**src/rtl/vtc_pkg.sv**
```systemverilog
package vtc_pkg;
    localparam logic [7:0] SYNC_ONES  = 8'hFF;
    localparam logic [7:0] SYNC_ZEROS = 8'h00;

    typedef enum logic [1:0] {
        PH_IDLE = 2'd0,
        PH_Z1   = 2'd1,
        PH_Z2   = 2'd2,
        PH_XY   = 2'd3
    } phase_e;
endpackage

```
**src/rtl/vtc_task_arbiter.sv**
```systemverilog
module vtc_task_arbiter #(
    parameter int N_TASKS = 2,
    parameter int IDX_W   = (N_TASKS > 1) ? $clog2(N_TASKS) : 1
) (
    input  logic [N_TASKS-1:0] req,
    input  logic               block,
    output logic               win_valid,
    output logic [IDX_W-1:0]   win_idx,
    output logic [N_TASKS-1:0] win_vec
);
    always_comb begin
        win_valid = 1'b0;
        win_idx   = '0;
        win_vec   = '0;
        // later (higher) indices overwrite earlier ones: highest wins
        for (int i = 0; i < N_TASKS; i++) begin
            if (req[i] && !block) begin
                win_valid = 1'b1;
                win_idx   = IDX_W'(i);
            end
        end
        if (win_valid) begin
            win_vec[win_idx] = 1'b1;
        end
    end
endmodule

```
**src/rtl/vtc_toggle_bank.sv**
```systemverilog
module vtc_toggle_bank #(
    parameter int N_TASKS = 2
) (
    input  logic               clk,
    input  logic               rst_n,
    input  logic               clr,
    input  logic [N_TASKS-1:0] flip,
    output logic [N_TASKS-1:0] tog_q
);
    logic [N_TASKS-1:0] tog_d;

    for (genvar g = 0; g < N_TASKS; g++) begin : g_tog
        always_comb begin
            if (clr) begin
                tog_d[g] = 1'b0;
            end else if (flip[g]) begin
                tog_d[g] = ~tog_q[g];
            end else begin
                tog_d[g] = tog_q[g];
            end
        end

        always_ff @(posedge clk or negedge rst_n) begin
            if (!rst_n) begin
                tog_q[g] <= 1'b0;
            end else begin
                tog_q[g] <= tog_d[g];
            end
        end
    end
endmodule

```
**src/rtl/vtc_xy_encode.sv**
```systemverilog
module vtc_xy_encode (
    input  logic       f_bit,
    input  logic       v_bit,
    input  logic       h_bit,
    input  logic       mark_inv,
    output logic [7:0] xy
);
    always_comb begin
        xy[7] = ~mark_inv;
        xy[6] = f_bit;
        xy[5] = v_bit;
        xy[4] = h_bit;
        xy[3] = v_bit ^ h_bit;
        xy[2] = f_bit ^ h_bit;
        xy[1] = f_bit ^ v_bit;
        xy[0] = f_bit ^ v_bit ^ h_bit;
    end
endmodule

```
**src/rtl/vid_timing_code_gen.sv**
```systemverilog
module vid_timing_code_gen #(
    parameter int N_TASKS = 2,
    parameter int IDX_W   = (N_TASKS > 1) ? $clog2(N_TASKS) : 1
) (
    input  logic               clk,
    input  logic               rst_n,
    input  logic               soft_rst,
    input  logic [N_TASKS-1:0] task_act,
    input  logic [N_TASKS-1:0] cfg_fid_sel,
    input  logic [N_TASKS-1:0] cfg_mark_inv,
    input  logic               field_id_in,
    input  logic               vblank_in,
    input  logic               code_is_eav,
    input  logic               code_req,
    input  logic               pin_sel,
    output logic [7:0]         xy_byte,
    output logic               xy_valid,
    output logic [7:0]         trs_byte,
    output logic               trs_valid,
    output logic               gp_pin,
    output logic [IDX_W-1:0]   active_task,
    output logic [N_TASKS-1:0] task_toggle
);
    import vtc_pkg::*;

    typedef struct packed {
        logic [IDX_W-1:0] active;
        logic             fid_sel;
        logic             mark_inv;
        phase_e           phase;
        logic [7:0]       xy;
        logic             xy_valid;
        logic [7:0]       trs;
        logic             trs_valid;
        logic             gp;
    } state_t;

    state_t s_d, s_q;

    logic               win_valid;
    logic [IDX_W-1:0]   win_idx;
    logic [N_TASKS-1:0] win_vec;
    logic [N_TASKS-1:0] tog_q;
    logic               cur_tog;
    logic               f_bit;
    logic [7:0]         xy_w;
    logic               accept;

    vtc_task_arbiter #(.N_TASKS(N_TASKS), .IDX_W(IDX_W)) u_arb (
        .req       (task_act),
        .block     (soft_rst),
        .win_valid (win_valid),
        .win_idx   (win_idx),
        .win_vec   (win_vec)
    );

    vtc_toggle_bank #(.N_TASKS(N_TASKS)) u_tog (
        .clk   (clk),
        .rst_n (rst_n),
        .clr   (soft_rst),
        .flip  (win_vec),
        .tog_q (tog_q)
    );

    always_comb begin
        cur_tog = tog_q[s_q.active];
        f_bit   = s_q.fid_sel ? cur_tog : field_id_in;
    end

    vtc_xy_encode u_enc (
        .f_bit    (f_bit),
        .v_bit    (vblank_in),
        .h_bit    (code_is_eav),
        .mark_inv (s_q.mark_inv),
        .xy       (xy_w)
    );

    always_comb begin
        s_d    = s_q;
        accept = code_req && (s_q.phase == PH_IDLE);

        // task selection and configuration capture
        if (soft_rst) begin
            s_d.active   = '0;
            s_d.fid_sel  = 1'b0;
            s_d.mark_inv = 1'b0;
        end else if (win_valid) begin
            s_d.active   = win_idx;
            s_d.fid_sel  = cfg_fid_sel[win_idx];
            s_d.mark_inv = cfg_mark_inv[win_idx];
        end

        // reference sequence
        s_d.xy_valid  = accept;
        s_d.trs_valid = 1'b0;
        s_d.trs       = '0;
        unique case (s_q.phase)
            PH_IDLE: begin
                if (accept) begin
                    s_d.xy        = xy_w;
                    s_d.trs       = SYNC_ONES;
                    s_d.trs_valid = 1'b1;
                    s_d.phase     = PH_Z1;
                end
            end
            PH_Z1: begin
                s_d.trs       = SYNC_ZEROS;
                s_d.trs_valid = 1'b1;
                s_d.phase     = PH_Z2;
            end
            PH_Z2: begin
                s_d.trs       = SYNC_ZEROS;
                s_d.trs_valid = 1'b1;
                s_d.phase     = PH_XY;
            end
            PH_XY: begin
                s_d.trs       = s_q.xy;
                s_d.trs_valid = 1'b1;
                s_d.phase     = PH_IDLE;
            end
            default: s_d.phase = PH_IDLE;
        endcase

        s_d.gp = pin_sel ? xy_w[7] : xy_w[6];
    end

    always_ff @(posedge clk or negedge rst_n) begin
        if (!rst_n) begin
            s_q <= '{active: '0, fid_sel: 1'b0, mark_inv: 1'b0, phase: PH_IDLE,
                     xy: '0, xy_valid: 1'b0, trs: '0, trs_valid: 1'b0, gp: 1'b0};
        end else begin
            s_q <= s_d;
        end
    end

    assign xy_byte     = s_q.xy;
    assign xy_valid    = s_q.xy_valid;
    assign trs_byte    = s_q.trs;
    assign trs_valid   = s_q.trs_valid;
    assign gp_pin      = s_q.gp;
    assign active_task = s_q.active;
    assign task_toggle = tog_q;
endmodule

```
**config.mk**
```make
export PLATFORM = sky130hd
export DESIGN_NAME = vid_timing_code_gen
export DESIGN_NICKNAME = d
export VERILOG_FILES = /design/src/rtl/vtc_pkg.sv /design/src/rtl/vtc_task_arbiter.sv /design/src/rtl/vtc_toggle_bank.sv /design/src/rtl/vtc_xy_encode.sv /design/src/rtl/vid_timing_code_gen.sv
export SDC_FILE = /design/constraint.sdc
export NUM_CORES = 1
export LEC_CHECK = 0
export BUFFER_PORTS_ARGS = -buffer_cell sky130_fd_sc_hd__buf_2
export CAP_MARGIN = 5
export CORE_MARGIN = 2
export CORE_UTILIZATION = 45
export CTS_CLUSTER_DIAMETER = 80
export DETAILED_ROUTE_END_ITERATION = 7
export PLACE_DENSITY = 0.74
export SLEW_MARGIN = 20
export SYNTH_ARGS = -nofsm -noshare
export SYNTH_HDL_FRONTEND = slang
export SYNTH_SLANG_ARGS = --single-unit
```
**constraint.sdc**
```tcl
create_clock -name clk -period 1.45 [get_ports clk]
set_clock_uncertainty 0.2 [all_clocks]
set_input_delay 0.145 -clock clk [delete_from_list [all_inputs] [get_ports clk]]
set_output_delay 0.145 -clock clk [all_outputs]
set_load 0.02 [all_outputs]
```
Yosys cells after proc, flatten, opt, wreduce, memory -nomap -nowiden
Cells that the tools add are included.
W data, S select, Z words.
{"block": "op_classes", "addsub": 0, "multipliers": 0, "div_mod_pow": 0, "magnitude_cmp": 3, "n_eq_ne": 4, "n_shift": 0, "muxes": 24, "n_bitwise": 7, "n_reduce_logical": 11}
{"cell": "$pmux W9 S3", "count": 1}
{"cell": "$mux W1", "count": 16}
{"cell": "$mux W10", "count": 1}
{"cell": "$mux W9", "count": 1}
{"cell": "$pmux W2 S4", "count": 1}
{"cell": "$mux W3", "count": 2}
{"cell": "$reduce_bool A2 Y1", "count": 3}
{"cell": "$eq A2 B2 Y1 const B", "count": 2}
{"cell": "$logic_and A1 B1 Y1", "count": 4}
{"cell": "$lt A1 B2 Y1 const B", "count": 2}
{"cell": "$xor A1 B1 Y1", "count": 4}
{"cell": "$not A1 Y1", "count": 3}
{"cell": "$eq A2 B1 Y1 const B", "count": 1}
{"cell": "$logic_not A2 Y1", "count": 1}
{"cell": "$mux W2", "count": 1}
{"cell": "$ne A2 B2 Y1 const B", "count": 1}
{"cell": "$reduce_and A2 Y1", "count": 1}
{"cell": "$reduce_or A2 Y1", "count": 1}
{"cell": "$demux W1 S1", "count": 1}
{"cell": "$ge A1 B1 Y1 const B", "count": 1}
{"cell": "$logic_not A1 Y1", "count": 1}
{"block": "totals", "regBits": 26, "latch_bits": 0, "mem_bits_rw": 0, "mem_bits_ro": 0, "in_bits": 14, "out_inout_bits": 22, "word_cells": 60, "mem_count": 0}

Longest topological paths before layout
{"block": "depth", "word_depth": 10, "ltp_mapped": 6, "mapped_depth_nobuf": 6}

Hierarchy
Synthesis repeated with hierarchy kept, for this count alone.
{"block": "hier_totals", "hier_cells": 106, "hier_area_um2": 1292.5}
{"module": "vid_timing_code_gen", "n_inst": 1, "cells_each": 88, "area_each_um2": 1107.3, "seq_area_each_um2": 600.6}
{"module": "vtc_xy_encode", "n_inst": 1, "cells_each": 8, "area_each_um2": 76.3, "seq_area_each_um2": 0.0}
{"module": "vtc_toggle_bank", "n_inst": 1, "cells_each": 6, "area_each_um2": 75.1, "seq_area_each_um2": 50.0}
{"module": "vtc_task_arbiter", "n_inst": 1, "cells_each": 4, "area_each_um2": 33.8, "seq_area_each_um2": 0.0}

Least setup slack after synthesis
No wires, ideal clock.
{"block": "synth_path", "kind": "flip-flop to flip-flop", "from": "register s_q[19] (netlist name)", "to": "register s_q, in the netlist xy_byte[3]", "setup_time_ns": 0.136, "arrival_ns": 1.109, "required_time_ns": 1.114, "setup_slack_ns": 0.005, "stages_incl_launch_ff": 6, "path_buffers": 1, "synth_period_minus_slack_ns": 1.445, "path_cell_list": "dfrtp_1 > inv_1 > ha_1 > nand2_1 > clkbuf_1 > o21ai_0"}
{"block": "synth_via", "elab_chain_cells": 3}
{"element": "from (decl)", "line": "vid_timing_code_gen.sv:38", "rtl": "state_t s_d, s_q;"}
{"element": "from (signal assigned)", "line": "vid_timing_code_gen.sv:129", "rtl": "s_q <= '{active: '0, fid_sel: 1'b0, mark_inv: 1'b0, phase: PH_IDLE,"}
{"element": "$logic_not A2 Y1 (*)", "line": "vid_timing_code_gen.sv:80, vid_timing_code_gen.sv:97"}
{"element": "$logic_and A1 B1 Y1", "line": "vid_timing_code_gen.sv:80", "rtl": "accept = code_req && (s_q.phase == PH_IDLE);"}
{"element": "$reduce_and A2 Y1 (no source line) (*)"}
Every way passes the cells marked *; elsewhere a longest branch is shown, timed or not.
A chain may end at the register's enable or synchronous reset.

Worst setup path in the final report
{"block": "layout_path", "from": "register s_q, in the netlist active_task", "to": "register s_q, in the netlist xy_byte[1]"}
{"block": "layout_via", "elab_chain_cells": 4}
{"element": "$mux W1 (implied by the code) (2 in a row)", "line": "vid_timing_code_gen.sv:66", "rtl": "cur_tog = tog_q[s_q.active];"}
{"element": "$mux W1", "line": "vid_timing_code_gen.sv:67", "rtl": "f_bit = s_q.fid_sel ? cur_tog : field_id_in;"}
{"element": "$xor A1 B1 Y1", "line": "vtc_xy_encode.sv:15", "rtl": "xy[1] = f_bit ^ v_bit;"}
Every way passes these cells. The select of a mux whose other input is x is not followed.

==> metrics.txt <==
crit path DAT 1.45 ns; largest family of logic cells by synthesized area compound AO/OA/AOI/OAI gates; Worst R2R Setup Slack 0.04 ns; Worst Hold Class input pin to flip-flop; CTS Buf Count 3; area of the core 2690 um^2; Worst Setup Slack, final 0.0374 ns; Area contributors post-synth dfrtp_1 (52%), buf_4 (9.6%), a21o_1 (4.8%), nand2_1 (4.2%), ha_1 (4.0%); via count 915; pin count of the biggest net entering global routing 27; Post-synth top cells dfrtp_1 (26), buf_4 (16), nand2_1 (14), a21o_1 (8), nor2_1 (8); mux contribution to synthesized area 5.30%; crit path to xy_byte[1]$_DFFE_PN0P_; Final Critical Period 1.41 ns; initial antenna violation count 0; post-synthesis compound-gate area fraction 14.8%; startpoint types flip-flop; share of cells above drive strength 1 39.6%; fin nets 173; GPL Wtd Cong 0.804; fmax 708 MHz; CP Cell Sequence mux2i_4 > a211o_1 > a31oi_1; post-synthesis sequential area ratio 52.0%; die area 3220 um^2; pre-CTS WS -0.110 ns; Crit Path Class flip-flop to flip-flop; vias per inst 4.95; peak supply drop 0.00114 V; Post-DP Area 1380 um^2; FP Rows 19; FF-to-FF path depth 3; WP data required 1.49 ns; Post-Syn Nets 136; unique cell type count in the Yosys netlist 27; gr ovfl total 0; synthesized cell area 1250 um^2; RR Endpoint xy_byte[1]$_DFFE_PN0P_; Gate Count Post-Synth 118; clk buf depth 2; RSZ-0062 raised after global routing true; register area 652 um^2; fin crit share 97.4%; final hold viol count 0; Final ANT Viol Nets 0; IO Pins 36; headroom to the max-slew limit 61.3%; crit path capture type flip-flop; Worst-path clk slew 0.13 ns; Tot GR Track Use 15.2%; Syn. warnings 0; number of diodes 0; CP max FO 7; Worst R2R Start active_task$_DFFE_PN0P_; most common cell in the netlist dfrtp_1; Die X 56.7 um; DR iter-0 viols 13; Yosys reg bits 26; slowest cell on the critical path dfrtp_2; Synth Area in XOR/XNOR 1.40%; count of pins over their slew limit 0; crit-path max cell delay 0.46 ns; area leader, netlist dfrtp_1; CTS tree built; DP HPWL 1.71 mm; DRC viols 0; Leakage 0.864 nW; TritonRoute pass-1 iters 4; asr flop ratio synth 100%; area delta synth->final 25.5%; die height 56.7 um; Skew-Pair Late Insertion Delay 0.31 ns; status complete, no violations; CTS Sinks 26; WL final 2.35 mm; post-synth top area share 52.0%; max-cap violations 0; H-tree depth 1; fill count 239; adder-cell share of the synthesized area 4.00%; post-CTS setup buffers 0; multi-input logic area 489 um^2; I/O Buffers 35; Synth Flop Type dfrtp_1; worst-margin pin slew 0.580 ns; WL per Instance 12.7 um; design area 1570 um^2; Synth Area per Inst 10.6 um^2; clk root buf clkbuf_4; number of synthesized flops with an enable pin 0; CP startpoint active_task$_DFFE_PN0P_; Post-Synth Simple-Gate Area 9.70%; vias in the first global route 916; Starting Density 46.6%; Setup violations, final 0; first-pass GRT wire length 3.80 mm; Pwr per Cell Area 1810 nW/um^2
area by class of cell:
type	count	area share, %
Sequential cell	26	41.5
Tap cell	31	2.47
Inverter	5	1.20
Multi-Input combinational cell	66	31.2
Clock buffer	4	2.31
Timing Repair Buffer	53	21.4
power by group:
group,switching [mW],internal [mW]
Combinational,0.780,0.590
Sequential,0.140,0.980
Clock,0.205,0.153
how the worst min path moves through the flow:
stage                     start                 endpoint  slack (ns)  cells after the start
floorplan                 rst_n  active_task$_DFFE_PN0P_       -0.35                      0
global placement          rst_n    trs_byte[4]$_DFF_PN0_       -0.04                      1
detailed placement        rst_n    trs_byte[4]$_DFF_PN0_       -0.03                      1
CTS                 task_act[0]  active_task$_DFFE_PN0P_       0.003                      4
global route        task_act[0]  active_task$_DFFE_PN0P_        0.02                      4
finish              task_act[0]  active_task$_DFFE_PN0P_       0.008                      4
cell families (layout without fill, tap and decap cells):
| group | Yosys count | in the layout |
|---|---|---|
| buffers and inverters | 26 | 62 |
| AO/OA/AOI/OAI | 26 | 26 |
| AND/OR/NAND/NOR | 28 | 28 |
| multiplexers | 6 | 6 |
| flip-flops | 26 | 26 |
| XOR/XNOR | 2 | 2 |
| adder cells (fa/ha/maj) | 4 | 4 |
timing repair:
item,4_1_cts,5_1_grt
endpoints found under the hold margin,37,0
cloned,0,0
gates resized for setup,4,11
setup endpoints to repair,11,16
hold buffers,10,0
pin swaps,0,2
registers in the layout (all words and copies together) (netlist names):
name	flops
xy_byte	8
trs_valid	1
active_task	1
u_tog.tog_q	2
trs_byte	8
gp_pin	1
s_q	4
xy_valid	1
metal layers:
| metal | track usage, % | vias to the layer above | share of wire, % |
|---|---|---|---|
| met5 | 0 | - | 0 |
| met4 | 3.99 | 0 | 0.90 |
| met3 | 3.46 | 2 | 4.9 |
| met2 | 29.4 | 24 | 53 |
| met1 | 16.3 | 437 | 41 |
| li1 | - | 452 | - |
critical path, delay by kind of cell, from the launching register on:
kind	cells	cell delay, ns
flops	1	0.46
compound gates	2	0.45
mux	1	0.22
layout by cell type (no fill, tap or decap):
cell type	synthesis	final
buf_2	0	35
dfrtp_1	26	25
nand2_1	14	13
dlygate4sd3_1	0	10
a21o_1	8	8
nor2_1	8	8
buf_4	16	8
o21ai_0	5	4
inv_2	0	3
mux2i_1	3	3
a31oi_1	3	3
clkbuf_4	0	3
nand2b_1	2	2
inv_1	5	2
a21oi_1	2	2
mux2_2	2	2
xnor2_1	2	2
o211ai_1	2	2
a211o_1	2	2
ha_4	0	2
ha_1	4	2
nand2_2	0	1
nor2b_4	0	1
and3_4	0	1
mux2i_4	0	1
a21o_2	1	1
or3_1	1	1
o21ai_1	0	1
or2b_1	1	1
o211a_1	1	1
a211oi_1	1	1
o31ai_2	1	1
dfrtp_2	0	1
clkbuf_8	0	1
stage by stage:
step	setup TNS [ns]	utilization [%]	hold slack [ns]	cells	total power, mW
after floorplan	0	-	-0.351	118	2.14
after global placement	-0.341	51.5	-0.0389	171	2.33
after detailed placement	-0.847	51.5	-0.0290	171	2.37
after CTS	0	56.8	0.00294	185	2.77
after global routing	-0.0405	58.5	0.0194	185	3.06
final	0	58.5	0.00809	185	2.85
Note: power is estimated with default switching activity, not from simulation.
